===== config.mk =====
export PLATFORM = sky130hd
export DESIGN_NAME = cart_split_ram
export DESIGN_NICKNAME = d
export VERILOG_FILES = /design/src/rtl/cram_pkg.sv /design/src/rtl/cram_decode.sv /design/src/rtl/cram_seq.sv /design/src/rtl/cram_store.sv /design/src/rtl/cart_split_ram.sv
export SDC_FILE = /design/constraint.sdc
export NUM_CORES = 2
export LEC_CHECK = 0
export BUFFER_PORTS_ARGS = -buffer_cell sky130_fd_sc_hd__clkbuf_2
export CAP_MARGIN = 25
export CORE_MARGIN = 4
export CORE_UTILIZATION = 57
export CTS_CLUSTER_DIAMETER = 100
export DETAILED_ROUTE_END_ITERATION = 8
export PLACE_DENSITY = 0.72
export SLEW_MARGIN = 30
export SYNTH_ARGS = -nofsm -noshare
export SYNTH_HDL_FRONTEND = slang
export SYNTH_SLANG_ARGS = --single-unit

===== constraint.sdc =====
create_clock -name clk -period 2.7 [get_ports clk]
set_clock_uncertainty 0.1 [all_clocks]
set_input_delay 0.54 -clock clk [delete_from_list [all_inputs] [get_ports clk]]
set_output_delay 0.54 -clock clk [all_outputs]
set_load 0.005 [all_outputs]

===== src/rtl/cram_pkg.sv =====
package cram_pkg;
    typedef enum logic [1:0] {
        ACC_IDLE   = 2'd0,
        ACC_RAM_RD = 2'd1,
        ACC_RAM_WR = 2'd2,
        ACC_ROM    = 2'd3
    } acc_kind_e;
endpackage


===== src/rtl/cram_decode.sv =====
module cram_decode
    import cram_pkg::*;
#(
    parameter int ADDR_W   = 13,
    parameter int IDX_W    = 7,
    parameter bit READ_LOW = 1'b1
) (
    input  logic [ADDR_W-1:0] addr_i,
    input  logic              en_i,
    output acc_kind_e         kind_o,
    output logic [IDX_W-1:0]  idx_o
);
    localparam int HALF_BIT = IDX_W;
    localparam int SEL_BIT  = ADDR_W - 1;

    logic rd_half;
    logic in_region;

    // Parameter picks which half of the 256-byte area is the read port.
    generate
        if (READ_LOW) begin : g_rd_low
            assign rd_half = ~addr_i[HALF_BIT];
        end else begin : g_rd_high
            assign rd_half = addr_i[HALF_BIT];
        end
    endgenerate

    assign in_region = (addr_i[SEL_BIT-1:HALF_BIT+1] == '0);
    assign idx_o     = addr_i[IDX_W-1:0];

    always_comb begin
        kind_o = ACC_IDLE;
        if (addr_i[SEL_BIT]) begin
            if (!en_i || !in_region) begin
                kind_o = ACC_ROM;
            end else if (rd_half) begin
                kind_o = ACC_RAM_RD;
            end else begin
                kind_o = ACC_RAM_WR;
            end
        end
    end
endmodule


===== src/rtl/cram_seq.sv =====
module cram_seq #(
    parameter int ADDR_W = 13
) (
    input  logic              clk,
    input  logic              rst_n,
    input  logic              strobe_i,
    input  logic              en_i,
    input  logic [ADDR_W-1:0] addr_i,
    output logic              fall_o,
    output logic              en_o,
    output logic [ADDR_W-1:0] lat_o
);
    typedef struct packed {
        logic              strb;
        logic              en;
        logic [ADDR_W-1:0] lat;
    } seq_t;

    seq_t cur_q;
    seq_t nxt_d;

    always_comb begin
        nxt_d      = cur_q;
        nxt_d.strb = strobe_i;
        nxt_d.en   = en_i;
        if (strobe_i) begin
            nxt_d.lat = addr_i;
        end
    end

    always_ff @(posedge clk) begin
        if (!rst_n) begin
            cur_q <= '0;
        end else begin
            cur_q <= nxt_d;
        end
    end

    assign fall_o = cur_q.strb & ~strobe_i;
    assign en_o   = cur_q.en;
    assign lat_o  = cur_q.lat;
endmodule


===== src/rtl/cram_store.sv =====
module cram_store #(
    parameter int DEPTH  = 128,
    parameter int DATA_W = 8
) (
    input  logic                     clk,
    input  logic                     rst_n,
    input  logic                     we_i,
    input  logic [$clog2(DEPTH)-1:0] widx_i,
    input  logic [DATA_W-1:0]        wdata_i,
    input  logic [$clog2(DEPTH)-1:0] ridx_i,
    output logic [DATA_W-1:0]        rdata_o
);
    logic [DEPTH-1:0][DATA_W-1:0] mem_q;
    logic [DEPTH-1:0][DATA_W-1:0] mem_d;

    always_comb begin
        mem_d = mem_q;
        if (we_i) begin
            mem_d[widx_i] = wdata_i;
        end
    end

    always_ff @(posedge clk) begin
        if (!rst_n) begin
            mem_q <= '0;
        end else begin
            mem_q <= mem_d;
        end
    end

    assign rdata_o = mem_q[ridx_i];

    // the written byte lands at the addressed index
    assert_write_lands_R3: assert property (@(posedge clk) disable iff (!rst_n)
        we_i |=> (mem_q[$past(widx_i)] == $past(wdata_i)));

    // without a write strobe no byte changes
    assert_hold_no_write_R6: assert property (@(posedge clk) disable iff (!rst_n)
        !we_i |=> $stable(mem_q));
endmodule


===== src/rtl/cart_split_ram.sv =====
module cart_split_ram
    import cram_pkg::*;
#(
    parameter int ADDR_W   = 13,
    parameter int DATA_W   = 8,
    parameter int DEPTH    = 128,
    parameter bit READ_LOW = 1'b1
) (
    input  logic              clk,
    input  logic              rst_n,
    input  logic [ADDR_W-1:0] bus_addr,
    input  logic [DATA_W-1:0] bus_wdata,
    input  logic [DATA_W-1:0] rom_rdata,
    input  logic              bus_strobe,
    input  logic              ram_on,
    output logic [DATA_W-1:0] bus_rdata,
    output logic              bus_drive
);
    localparam int IDX_W = $clog2(DEPTH);

    logic              fall;
    logic              en_q;
    logic [ADDR_W-1:0] lat_addr;
    acc_kind_e         cur_kind;
    acc_kind_e         lat_kind;
    logic [IDX_W-1:0]  cur_idx;
    logic [IDX_W-1:0]  lat_idx;
    logic [DATA_W-1:0] ram_rdata;
    logic              wr_go;

    cram_seq #(.ADDR_W(ADDR_W)) u_seq (
        .clk      (clk),
        .rst_n    (rst_n),
        .strobe_i (bus_strobe),
        .en_i     (ram_on),
        .addr_i   (bus_addr),
        .fall_o   (fall),
        .en_o     (en_q),
        .lat_o    (lat_addr)
    );

    cram_decode #(.ADDR_W(ADDR_W), .IDX_W(IDX_W), .READ_LOW(READ_LOW)) u_dec_cur (
        .addr_i (bus_addr),
        .en_i   (en_q),
        .kind_o (cur_kind),
        .idx_o  (cur_idx)
    );

    cram_decode #(.ADDR_W(ADDR_W), .IDX_W(IDX_W), .READ_LOW(READ_LOW)) u_dec_lat (
        .addr_i (lat_addr),
        .en_i   (en_q),
        .kind_o (lat_kind),
        .idx_o  (lat_idx)
    );

    assign wr_go = fall && (lat_kind == ACC_RAM_WR);

    cram_store #(.DEPTH(DEPTH), .DATA_W(DATA_W)) u_store (
        .clk     (clk),
        .rst_n   (rst_n),
        .we_i    (wr_go),
        .widx_i  (lat_idx),
        .wdata_i (bus_wdata),
        .ridx_i  (cur_idx),
        .rdata_o (ram_rdata)
    );

    always_comb begin
        bus_drive = bus_strobe && ((cur_kind == ACC_RAM_RD) || (cur_kind == ACC_ROM));
        bus_rdata = (cur_kind == ACC_RAM_RD) ? ram_rdata : rom_rdata;
    end

    // the low half of the address space is never driven
    always_comb begin
        if (rst_n && !bus_addr[ADDR_W-1]) begin
            assert_no_drive_low_R5: assert (!bus_drive);
        end
    end

    // a write only completes once the strobe has dropped
    assert_write_after_fall_R7: assert property (@(posedge clk) disable iff (!rst_n)
        wr_go |-> !bus_strobe);

    // a write needs the enable seen high at the previous edge
    assert_write_needs_enable_R9: assert property (@(posedge clk) disable iff (!rst_n)
        wr_go |-> $past(ram_on));

    // the bus is never driven while the strobe is low
    assert_quiet_idle_R4: assert property (@(posedge clk) disable iff (!rst_n)
        !bus_strobe |-> !bus_drive);
endmodule


==> impl_metrics.tcl <==
set metrics [dict create \
    ioPinCount 42 \
    crit_fanout 20 \
    reg2reg_slack_ns 0.19 \
    critPathLaunchType "primary input" \
    violations "setup timing" \
    io_buffers 41 \
    route.antenna.remaining_nets 0 \
    start_util_pct 57.6 \
    post-synth-top-count-cell "nand2_1" \
    timing.rr.end "u_store.mem_q[713]$_SDFFE_PN0P_" \
    synth_cell_type_count 51 \
    synth_area_leaders "dfxtp_1 (43%), nand2_1 (15%), a21boi_0 (11%), mux4_2 (7.8%), mux2i_1 (4.7%)" \
    synth_nets 5588 \
    grt_pass1_wl_mm 248 \
    r2r-start "u_seq.lat_o[2]$_SDFFE_PN0P_" \
    min_period_ns 3.34 \
    place_area_um2 52400 \
    cp.required_ns 2.06 \
    min-delay-start "bus_addr[12]" \
    dp.cells 6738 \
    min_path_cells 3 \
    overflow 0 \
    synth_common_cells "nand2_1 (1893), dfxtp_1 (1039), a21boi_0 (724)" \
    synth_seq_cells 1039 \
    syn_to_final_growth_pct 19.5 \
    drt_pre_antenna_iters 7 \
    fin_ws_ns -0.645 \
    outcome "finished, violations left" \
    place_hpwl_mm 105 \
    p_leak_nw 19.2 \
    die-area_um2 89400 \
    synth_edf_count 0 \
    clockBufferDepth 3 \
    crit_arrival_ns 2.70 \
    synth_ff_type "dfxtp_1" \
    setup_viol 8 \
    power_mw 33.2 \
    period_share_pct 124 \
    fin_nets 5768 \
    maxSlewViolCount 0 \
    synth_top_area_cell "dfxtp_1" \
    crit_type "in2out" \
    slew_headroom_pct 56.3 \
    holdWs_ns 0.0658 \
    clk_pin_slew_worst_paths_ns 0.06 \
    cts_tree "done" \
    drive_gt1_share_pct 18.5 \
    syn_area_um2 48300 \
    die_x_um 299 \
    antenna_found_initial 0 \
    ir_worst_vdd_mv 0.576 \
    netlist.area_leader.share_pct 43.1 \
    cts.htree.levels 3 \
    end_kind "primary output" \
    crit_start "bus_addr[1]" \
    rsz0062_at_grt "true" \
    fp-row-count 106 \
    finalHoldViolations 0 \
    grt_usage_pct 35.1 \
    core_area_um2 83800 \
    via_per_inst 6.19 \
    synthesis.instances 5555 \
    drc 0 \
    cts_buffers 108 \
    synth_warnings 0 \
    min_to "u_seq.lat_o[12]$_SDFFE_PN0P_" \
    drtIter0Drc 5069 \
    vias 43085 \
    grt_pass1_vias 41428 \
    syn_area_per_cell_um2 8.69 \
    hold_class "in2reg" \
    die_h_um 299 \
    power.density_nw_per_um2 575 \
    post_drt_wl_per_cell_um 23.2 \
    max_freq_ghz 0.299 \
    routabilityCongestion 1.04 \
    wirelength_mm 162 \
    worstSkewPairLatency_ns 0.69 \
    cts_root_buffer "clkbuf_16" \
    worst_pin_slew_ns 0.656 \
    rr_worst_depth 6 \
    postLayoutCellArea_um2 57700 \
    setup_tns_ns -4.85 \
    async_flop_share_pct 0 \
    fin_cells 6956 \
    yosysSeqAreaShare_pct 43.1 \
    max_cap_violations 0 \
    clock-sinks 1039 \
    grt_max_degree 123 \
]
-- through the flow --
step / util [%] / worst slack (ns)
6_report: 68.8 / -0.645
5_1_grt: 68.8 / -0.693
4_1_cts: 68.5 / -0.588
3_5_place_dp: 62.5 / -1.22
3_3_place_gp: 62.5 / -1.31
2_1_floorplan: - / 0.0106
-- worst max path at each step --
stage	to
2_1_floorplan	bus_rdata[2]
3_3_place_gp	bus_rdata[4]
3_5_place_dp	bus_rdata[4]
4_1_cts	bus_rdata[4]
5_1_grt	bus_rdata[7]
6_report	bus_rdata[6]
-- worst max-delay path, cell delays in order --
cell	delay, ns
buf_12	0.20
buf_6	0.22
buf_4	0.22
mux4_2	0.21
nor2b_4	0.15
o22ai_2	0.09
a22oi_2	0.38
a31oi_1	0.15
buf_4	0.18
nor3_4	0.19
clkbuf_2	0.14
-- cells in the final DEF, fill, tap and decap left out, types with 13 or more instances in the layout --
cell and instances:
mux2i_2 13, a22oi_2 17, dfxtp_1 1029, buf_6 25, o221ai_1 18, clkbuf_16 111, clkinv_2 20, nor2_2 29
clkbuf_1 23, o22ai_1 43, o21ai_0 136, a21boi_1 277, nand2_1 1889, a21boi_0 724, a22oi_1 39, clkbuf_2 26
mux2i_1 209, nor2_4 17, nor2_1 91, a21oi_1 22, buf_4 334, buf_12 87, nor2b_1 69, a31oi_1 20
nand3_1 108, mux4_2 168, o22ai_2 16, nand3_2 13, clkbuf_8 30
-- cell families after synthesis --
family | count (synthesis) | synth area share, %
and+or+nand+nor | 2307 | 19.8
AOI/OAI and AO/OA | 1372 | 20.4
DFF | 1039 | 43.1
buffers and inverters | 425 | 3.81
muxes | 412 | 12.9
-- cell type report --
type / count / area (µm²)
flip-flops and latches: 1039 / 20800
fillers: 6389 / 26100
repair buffers: 495 / 5140
multi-input cells: 4091 / 26700
clock buffers: 164 / 3280
well taps: 1134 / 1420
clock inverters: 32 / 342
diodes: 1 / 2.50
-- report_power, final --
| part | leakage (nW) | internal (mW) | switching, mW |
|---|---|---|---|
| registers | 8.37 | 15.3 | 0.0200 |
| logic | 9.07 | 0.994 | 1.53 |
| clock network | 1.80 | 8.90 | 6.37 |
| total | 19.2 | 25.2 | 7.93 |
-- routing by layer --
layer / routed length (µm) / global-route usage, % / vias up
li1: - / - / 19412
met1: 65100 / 47.4 / 20748
met2: 70500 / 53.5 / 2391
met3: 17000 / 7.52 / 534
met4: 8980 / 17.9 / 0
met5: 0 / 0 / -
-- flip-flops by register name (all words and copies together), names as in the netlist --
name and count:
u_seq.en_o 1, u_seq.lat_o 13, u_seq.cur_q 1, u_store.mem_q 1024
-- timing repair --
action / 4_1_cts / 5_1_grt
gates cloned: 9 / 0
pin swaps: 48 / 22
hold endpoints to repair: 1 / 0
hold buffers: 1 / 0
buffers inserted: 19 / 2
resized for setup: 209 / 52
setup endpoints to repair: 8 / 46
No activity file was read; power rests on OpenSTA's default activity.
